[config.mk]
export PLATFORM = sky130hd
export DESIGN_NAME = cwf_burst_serializer
export DESIGN_NICKNAME = d
export VERILOG_FILES = /design/src/rtl/cwf_pkg.sv /design/src/rtl/cwf_req_queue.sv /design/src/rtl/cwf_capture_seq.sv /design/src/rtl/cwf_burst_serializer.sv
export SDC_FILE = /design/constraint.sdc
export NUM_CORES = 1
export LEC_CHECK = 0
export BUFFER_PORTS_ARGS = -buffer_cell sky130_fd_sc_hd__buf_4
export CAP_MARGIN = 20
export CORE_ASPECT_RATIO = 0.9
export CORE_UTILIZATION = 53
export CTS_BUF_LIST = sky130_fd_sc_hd__clkbuf_4 sky130_fd_sc_hd__clkbuf_8
export CTS_CLUSTER_DIAMETER = 50
export DETAILED_ROUTE_END_ITERATION = 6
export PLACE_DENSITY = 0.78
export SLEW_MARGIN = 30
export SYNTH_ARGS = -nofsm -noshare
export SYNTH_HDL_FRONTEND = slang
export SYNTH_HIERARCHICAL = 1
export SYNTH_SLANG_ARGS = --single-unit
[constraint.sdc]
create_clock -name clk -period 2.8 [get_ports clk]
set_clock_uncertainty 0.2 [all_clocks]
set_input_delay 0.56 -clock clk [delete_from_list [all_inputs] [get_ports clk]]
set_output_delay 0.56 -clock clk [all_outputs]
set_load 0.01 [all_outputs]
[src/rtl/cwf_pkg.sv]
package cwf_pkg;
  localparam int SLOT_W    = 2;
  localparam int NUM_SLOTS = 1 << SLOT_W;

  typedef logic [SLOT_W-1:0] slot_t;

  // Slot that leaves first for a request.
  function automatic slot_t start_slot(input logic cwf, input slot_t addr);
    return cwf ? addr : slot_t'(0);
  endfunction

  // Linear successor, wrapping modulo NUM_SLOTS.
  function automatic slot_t next_slot(input slot_t s);
    return slot_t'(s + slot_t'(1));
  endfunction
endpackage

[src/rtl/cwf_req_queue.sv]
module cwf_req_queue
  import cwf_pkg::*;
#(
  parameter int DEPTH = 4
) (
  input  logic                         clk,
  input  logic                         rst_n,
  input  logic                         push,
  input  slot_t                        push_slot,
  input  logic                         pop,
  output slot_t                        head_slot,
  output logic [$clog2(DEPTH+1)-1:0]   count
);
  localparam int PTR_W = (DEPTH > 1) ? $clog2(DEPTH) : 1;
  localparam int CNT_W = $clog2(DEPTH + 1);

  slot_t            mem [DEPTH];
  logic [PTR_W-1:0] wr_ptr, rd_ptr;
  logic [CNT_W-1:0] cnt_q;
  logic             empty, full, store, consume;

  function automatic logic [PTR_W-1:0] ptr_inc(input logic [PTR_W-1:0] p);
    return (p == PTR_W'(DEPTH - 1)) ? '0 : PTR_W'(p + 1'b1);
  endfunction

  assign empty   = (cnt_q == '0);
  assign full    = (cnt_q == CNT_W'(DEPTH));
  // An empty queue hands an incoming request straight to a pop.
  assign consume = pop && !empty;
  assign store   = push && !(empty && pop) && (!full || consume);

  always_comb begin
    if (!empty)    head_slot = mem[rd_ptr];
    else if (push) head_slot = push_slot;
    else           head_slot = slot_t'(0);
  end

  always_ff @(posedge clk) begin
    if (store) mem[wr_ptr] <= push_slot;
  end

  always_ff @(posedge clk or negedge rst_n) begin
    if (!rst_n) begin
      wr_ptr <= '0;
      rd_ptr <= '0;
      cnt_q  <= '0;
    end else begin
      if (store)   wr_ptr <= ptr_inc(wr_ptr);
      if (consume) rd_ptr <= ptr_inc(rd_ptr);
      case ({store, consume})
        2'b10:   cnt_q <= CNT_W'(cnt_q + 1'b1);
        2'b01:   cnt_q <= CNT_W'(cnt_q - 1'b1);
        default: cnt_q <= cnt_q;
      endcase
    end
  end

  assign count = cnt_q;
endmodule

[src/rtl/cwf_capture_seq.sv]
module cwf_capture_seq
  import cwf_pkg::*;
#(
  parameter int BEAT_W = 8
) (
  input  logic                          clk,
  input  logic                          rst_n,
  input  logic                          load,
  input  logic [NUM_SLOTS*BEAT_W-1:0]   load_word,
  input  slot_t                         load_slot,
  output logic [BEAT_W-1:0]             beat_data,
  output logic                          beat_valid,
  output logic                          last_beat,
  output logic                          free,
  output slot_t                         cur_slot
);
  localparam int WORD_W = NUM_SLOTS * BEAT_W;

  logic [WORD_W-1:0] word_q;
  slot_t             slot_q;
  logic [SLOT_W-1:0] rem_q;
  slot_t             adv_slot;

  assign adv_slot  = next_slot(slot_q);
  assign last_beat = beat_valid && (rem_q == '0);
  assign free      = !beat_valid || last_beat;
  assign cur_slot  = slot_q;

  always_ff @(posedge clk or negedge rst_n) begin
    if (!rst_n) begin
      word_q     <= '0;
      slot_q     <= '0;
      rem_q      <= '0;
      beat_data  <= '0;
      beat_valid <= 1'b0;
    end else if (load) begin
      word_q     <= load_word;
      slot_q     <= load_slot;
      rem_q      <= SLOT_W'(NUM_SLOTS - 1);
      beat_data  <= load_word[load_slot*BEAT_W +: BEAT_W];
      beat_valid <= 1'b1;
    end else if (beat_valid && rem_q != '0) begin
      slot_q    <= adv_slot;
      rem_q     <= SLOT_W'(rem_q - 1'b1);
      beat_data <= word_q[adv_slot*BEAT_W +: BEAT_W];
    end else begin
      beat_valid <= 1'b0;
    end
  end
endmodule

[src/rtl/cwf_burst_serializer.sv]
module cwf_burst_serializer
  import cwf_pkg::*;
#(
  parameter int BEAT_W = 8,
  parameter int QDEPTH = 4
) (
  input  logic                        clk,
  input  logic                        rst_n,
  input  logic                        req_valid,
  input  logic [1:0]                  req_addr,
  input  logic                        req_cwf,
  input  logic                        wide_valid,
  input  logic [4*BEAT_W-1:0]         wide_data,
  output logic [BEAT_W-1:0]           beat_data,
  output logic                        beat_valid
);
  localparam int CNT_W = $clog2(QDEPTH + 1);

  // Named internal events for the checker.
  logic             accept_evt;
  logic             last_beat_evt;
  logic             seq_free;
  slot_t            head_slot;
  slot_t            cur_slot;
  slot_t            push_slot;
  logic [CNT_W-1:0] q_count;

  assign push_slot  = start_slot(req_cwf, req_addr);
  assign accept_evt = wide_valid && seq_free;

  cwf_req_queue #(.DEPTH(QDEPTH)) u_queue (
    .clk       (clk),
    .rst_n     (rst_n),
    .push      (req_valid),
    .push_slot (push_slot),
    .pop       (accept_evt),
    .head_slot (head_slot),
    .count     (q_count)
  );

  cwf_capture_seq #(.BEAT_W(BEAT_W)) u_seq (
    .clk        (clk),
    .rst_n      (rst_n),
    .load       (accept_evt),
    .load_word  (wide_data),
    .load_slot  (head_slot),
    .beat_data  (beat_data),
    .beat_valid (beat_valid),
    .last_beat  (last_beat_evt),
    .free       (seq_free),
    .cur_slot   (cur_slot)
  );
endmodule

==> run metrics, run 1 <==
CP arrival=2.73 ns; critical path's largest stage delay=0.37 ns; dpl hpwl=4060 microns; switching share of power=0.345; WS Path Type=reg -> reg; Worst slew margin=0.565; DR DRC count=0; HP Class=in -> async; H-tree Lvls=3; R2R Path End=u_queue/count[2]$_DFFE_PN0P_; Crit. Startpoint=u_seq/rem_q[0]$_DFFE_PN0P_; via count=1968; CP max FO=4; Fin Hold WS=0.0492 ns; VDD IR-drop max=0.560 mV; synthesized netlist cell count=225; endpoints failing setup=0; CP Cell Sequence=inv_1 > ha_2 > nand2b_4 > and2_4 > xnor2_1 > o31a_4 > inv_1 > ha_2 > inv_1 > fa_2 > xor2_1 > nor2_1 > xor2_1; final hold viol count=0; CTS sink cnt=60; overall routed net length=6030 microns; Layout Nets=324; Top Ports=48; DR iter-0 viols=99; NetSw=0.00151 W; core area=5380 sq um; measured slew at the worst slew-check pin=0.652 ns; Reg2Reg Setup Slack=0.12 ns; number of global-route vias before repair=2059; Total Neg Setup Slack=0 ns; R2R cell count=13; R2R Path Start=u_seq/rem_q[0]$_DFFE_PN0P_; largest net degree at the start of global routing=54; layout cells sized above 1=0.461; final antenna-violating net count=0; routed length per instance=17.3 microns; Die H=73.9 microns; status=finished clean; clock latency on the worst-skew pair=0.33 ns; CTS tree=yes; Tcrit/Tclk final=0.956; crit path max-delay cell type=dfrtp_1; Top cell by count, worst path=inv_1; DRT Pass-1 Iters=4; Avg Inst Size Synth=13.5 sq um; clock network fraction of total power=0.161; Comb pwr share=0.464; Synth Warn #=6; DR vias/cell=5.64; die area=6050 sq um; max cap viols=0; row cnt=25; internal power=0.00286 W; GP Congestion=0.742; CTS max path bufs=2; fin crit period=2.68 ns; GR Util All Layers=0.226; Clock Pin Slew Worst Setup and Hold Paths=0.06 ns; fin util=0.680; Cell Pwr Density=1190 nW/um^2; Startpoint Class=flop; initial antenna violation count=0; antenna cells=0; number of CTS-inserted buffers=9; first-pass GRT wire length=9750 microns; CTS Hold Bufs=0; Pleak=1.63 nW; design area=3660 sq um; Req. time, crit path=2.86 ns; mapped cell area=3050 sq um; total gr overflow=0; Slew Viols, Final=0; Initial Util=0.566; root buffer selected by CTS=clkbuf_8; Seq pwr share=0.375; PortBufs=47; Die X-Extent=81.9 microns; Syn Nets=272; CP endpoint kind=flop; Peak Freq=374 MHz; Placed Area=3450 sq um; P&R area growth vs syn=20.2%
[cells in the final DEF, fill, tap and decap left out, types with 2 or more instances in the layout]
master,count
buf_4,53
dfrtp_1,52
mux2_2,43
mux2i_1,14
clkbuf_8,11
inv_1,9
edfxtp_1,8
nand2b_1,8
nand2_1,7
mux4_2,5
ha_1,5
o2bb2ai_1,5
nor3_1,5
o31a_1,5
xnor2_1,4
and2_2,4
nor2_1,4
clkbuf_4,3
xor2_1,3
or3_1,3
a221oi_1,3
o22ai_1,3
a21oi_1,3
and2_1,2
clkinv_2,2
o21ai_0,2
mux2_4,2
ha_2,2
mux4_1,2
[critical path, delay by kind of cell, from the launching register on]
kind,cells,cell delay [ns]
compound gates,1,0.35
xor+xnor,3,0.38
fa+ha+maj,3,0.71
buf+inv,3,0.20
flops,1,0.37
simple gates,3,0.40
[flip-flops by register name, indices dropped and copies added (netlist names)]
name	cells
u_seq/word_q	32
u_seq/beat_data	8
u_queue/mem	8
u_seq/beat_valid	1
u_seq/rem_q	2
u_queue/count	3
u_queue/rd_ptr	2
u_queue/wr_ptr	2
u_seq/cur_slot	2
[metal layers]
layer  up-vias  share of wire  routed length, microns  global-route usage
met2        61           0.48                    2920               0.354
met4         0          0.011                      64              0.0780
met1       972           0.45                    2740               0.292
met3         6          0.052                     314              0.0820
li1        929              -                       -                   -
met5         -              0                       0                   0
[power groups by stage]
stage	clock [W]	combinational (W)	sequential, W
5_1_grt	0.000768	0.00220	0.00169
2_1_floorplan	0	0.00156	0.00154
4_1_cts	0.000721	0.00202	0.00163
3_5_place_dp	0	0.00199	0.00164
3_3_place_gp	0	0.00192	0.00162
6_report	0.000703	0.00203	0.00164
[how the worst max path moves through the flow]
| stage | end | depth (start not counted) | slack [ns] |
|---|---|---|---|
| floorplan | u_queue/count[2]$_DFFE_PN0P_ | 14 | 0.02 |
| global placement | u_queue/count[2]$_DFFE_PN0P_ | 13 | 0.13 |
| detailed placement | u_queue/count[2]$_DFFE_PN0P_ | 13 | 0.05 |
| CTS | u_queue/count[2]$_DFFE_PN0P_ | 13 | 0.03 |
| global route | u_queue/count[2]$_DFFE_PN0P_ | 13 | -0.0003 |
| finish | u_queue/count[2]$_DFFE_PN0P_ | 13 | 0.12 |
[final cells by class]
class                   instances  area (sq um)
repair buffers                 53           398
well taps                      67          83.8
fillers                       400          1720
flip-flops and latches         60          1540
clock buffers                  14           174
clock inverters                 2          10.0
inverters                       9          33.8
multi-input cells             144          1420
[metrics by stage]
step | worst slack (ns) | cells | total power [W]
floorplan | 0.0218 | 225 | 0.00310
global placement | 0.127 | 332 | 0.00354
detailed placement | 0.0478 | 332 | 0.00363
CTS | 0.0264 | 348 | 0.00437
global route | -0.000282 | 349 | 0.00466
finish | 0.124 | 349 | 0.00437
[what timing repair did]
item	in CTS	in global routing
pin swaps	1	2
hold endpoints to repair	0	0
endpoints found under the setup margin	1	1
buffers inserted	0	1
resized for setup	2	3
Note: power is estimated with default switching activity, not from simulation.
==> run 2: changes to the inputs <==
- MAX_ROUTING_LAYER: default -> met4
==> run 2 against run 1 <==
Via count up 0.30%; hold slack worse by 0.0052 ns; utilization did not move; power hardly changed; sequential power hardly changed; final cell count stayed put; setup slack better by 0.0075 ns; wire length grew 0.40%; non-clock buffer count unchanged; largest cell class unchanged; largest power group unchanged.
==> run metrics, run 2 (same netlist as run 1, synthesis figures left out) <==
status=finished clean (unchanged); Top cell by count, worst path=inv_1 (unchanged); die area=6050 sq um (unchanged); clock latency on the worst-skew pair=0.34 ns (was 0.33 ns); final hold viol count=0 (unchanged); switching share of power=0.346 (was 0.345); core area=5380 sq um (unchanged); initial antenna violation count=0 (unchanged); Comb pwr share=0.465 (was 0.464); Peak Freq=375 MHz (was 374 MHz); DR iter-0 viols=103 (was 99); crit path max-delay cell type=dfrtp_1 (unchanged); area of the multi-input gates=1420 sq um (unchanged); Clock Pin Slew Worst Setup and Hold Paths=0.06 ns (about the same); CTS Hold Bufs=0 (unchanged); CTS max path bufs=2 (unchanged); most common cell after layout, fill and taps aside=buf_4 (unchanged); Initial Util=0.566 (unchanged); Slew Viols, Final=0 (unchanged); Die H=73.9 microns (unchanged); NetSw=0.00151 W (about the same); Top Ports=48 (unchanged); Cell Pwr Density=1190 nW/um^2 (about the same); antenna cells=0 (unchanged); P&R area growth vs syn=20.2% (unchanged); DRT Pass-1 Iters=4 (unchanged); VDD IR-drop max=0.563 mV (was 0.560 mV); CP Cell Sequence=inv_1 > ha_2 > nand2b_4 > and2_4 > xnor2_1 > o31a_4 > inv_1 > ha_2 > inv_1 > fa_2 > xor2_1 > nor2_1 > xor2_1 (unchanged); fill count=400 (unchanged); Pleak=1.63 nW (unchanged); Req. time, crit path=2.86 ns (about the same); max cap viols=0 (unchanged); measured slew at the worst slew-check pin=0.652 ns (about the same); Tcrit/Tclk final=0.953 (was 0.956); Startpoint Class=flop (unchanged); critical path's largest stage delay=0.37 ns (about the same); CP arrival=2.73 ns (about the same); via count=1974 (was 1968); Reg with most FFs=u_seq/word_q (unchanged); CTS tree=yes (unchanged); first-pass GRT wire length=9770 microns (was 9750 microns); CP endpoint kind=flop (unchanged); fin util=0.680 (unchanged); dpl cells=332 (unchanged); max reg flops=32 (unchanged); Layout Nets=324 (unchanged); total gr overflow=0 (unchanged); endpoints failing setup=0 (unchanged); GP Congestion=0.751 (was 0.742); Die X-Extent=81.9 microns (unchanged); layout cells sized above 1=0.461 (unchanged); largest net degree at the start of global routing=54 (unchanged); DR vias/cell=5.66 (was 5.64); final antenna-violating net count=0 (unchanged); GR Util All Layers=0.234 (was 0.226); Non-Filler Instances=349 (unchanged); number of CTS-inserted buffers=9 (unchanged); CTS sink cnt=60 (unchanged); fin crit period=2.67 ns (was 2.68 ns); dpl hpwl=4060 microns (unchanged); H-tree Lvls=3 (unchanged); PortBufs=47 (unchanged); root buffer selected by CTS=clkbuf_8 (unchanged); HP Class=in -> async (unchanged); routed length per instance=17.4 microns (was 17.3 microns); Register Area=1540 sq um (unchanged); row cnt=25 (unchanged); Seq pwr share=0.374 (was 0.375); CP max FO=4 (unchanged); largest registers=u_seq/word_q x32, u_queue/mem x8, u_seq/beat_data x8 (unchanged); DR DRC count=0 (unchanged); internal power=0.00286 W (about the same); Worst slew margin=0.565 (about the same); total power=0.00437 W (about the same); number of global-route vias before repair=2064 (was 2059); WS Path Type=reg -> reg (unchanged); clock network fraction of total power=0.161 (about the same); most frequent cells in the layout=buf_4, dfrtp_1, mux2_2, mux2i_1, clkbuf_8 (unchanged); overall routed net length=6060 microns (was 6030 microns)
-- run 2: per-stage QoR --
step | cell area, sq um | hold WS [ns] | TNS [ns] | setup slack, ns
after floorplan | 3050 | 0.0644 | 0 | 0.0218
after global placement | 3450 | 0.268 | 0 | 0.127
after detailed placement | 3450 | 0.292 | 0 | 0.0478
after CTS | 3640 | 0.0691 | 0 | 0.0264
after global routing | 3660 | 0.0954 | -0.000288 | -0.000288
final | 3660 | 0.0439 | 0 | 0.131
-- run 2: power groups by stage --
stage               logic [W]  registers [W]  clock network, W
floorplan             0.00156        0.00154                 0
global placement      0.00192        0.00162                 0
detailed placement    0.00199        0.00164                 0
CTS                   0.00202        0.00163          0.000721
global route          0.00220        0.00169          0.000766
finish                0.00203        0.00163          0.000705
-- run 2: per-layer routing --
| metal | share of wire | vias up | global-route usage | wire (microns) |
|---|---|---|---|---|
| li1 | - | 933 | - | - |
| met1 | 0.45 | 973 | 0.300 | 2740 |
| met2 | 0.48 | 61 | 0.350 | 2880 |
| met3 | 0.057 | 7 | 0.0783 | 344 |
| met4 | 0.015 | 0 | 0.0780 | 89 |
| met5 | 0 | - | - | 0 |
-- run 2: what timing repair did --
action	CTS	global route
setup buffers	0	1
pin swaps	1	2
endpoints found under the setup margin	1	1
resized for setup	2	3
-- run 2: cell type report --
cell class,instances,area share
sequential,60,0.421
multi-input combinational,144,0.388
clock buffer,14,0.0475
timing repair buffer,53,0.109
inverter,9,0.00923
clock inverter,2,0.00273
tap,67,0.0229
-- run 2: path summary, 6_finish.rpt --
check | endpoint | from | cells past startpoint | slack, ns
min | u_seq/word_q[29]$_DFFE_PN0P_ | rst_n | 1 | 0.04
min reg2reg | u_seq/word_q[6]$_DFFE_PN0P_ | u_seq/word_q[6]$_DFFE_PN0P_ | 1 | 0.30
min in group clk | u_seq/word_q[20]$_DFFE_PN0P_ | wide_data[20] | 2 | 0.26
max reg2reg | u_queue/count[2]$_DFFE_PN0P_ | u_seq/rem_q[0]$_DFFE_PN0P_ | 13 | 0.13
max | u_queue/count[2]$_DFFE_PN0P_ | u_seq/rem_q[0]$_DFFE_PN0P_ | 13 | 0.13
max in group asynchronous | u_seq/beat_data[6]$_DFFE_PN0P_ | rst_n | 1 | 1.91
-- run 2: worst max-delay path: cells and delay by family, from the launching register on --
family,cells,cell delay (ns)
buf+inv,3,0.20
flops,1,0.37
simple gates,3,0.39
fa+ha+maj,3,0.71
xor+xnor,3,0.38
compound gates,1,0.35
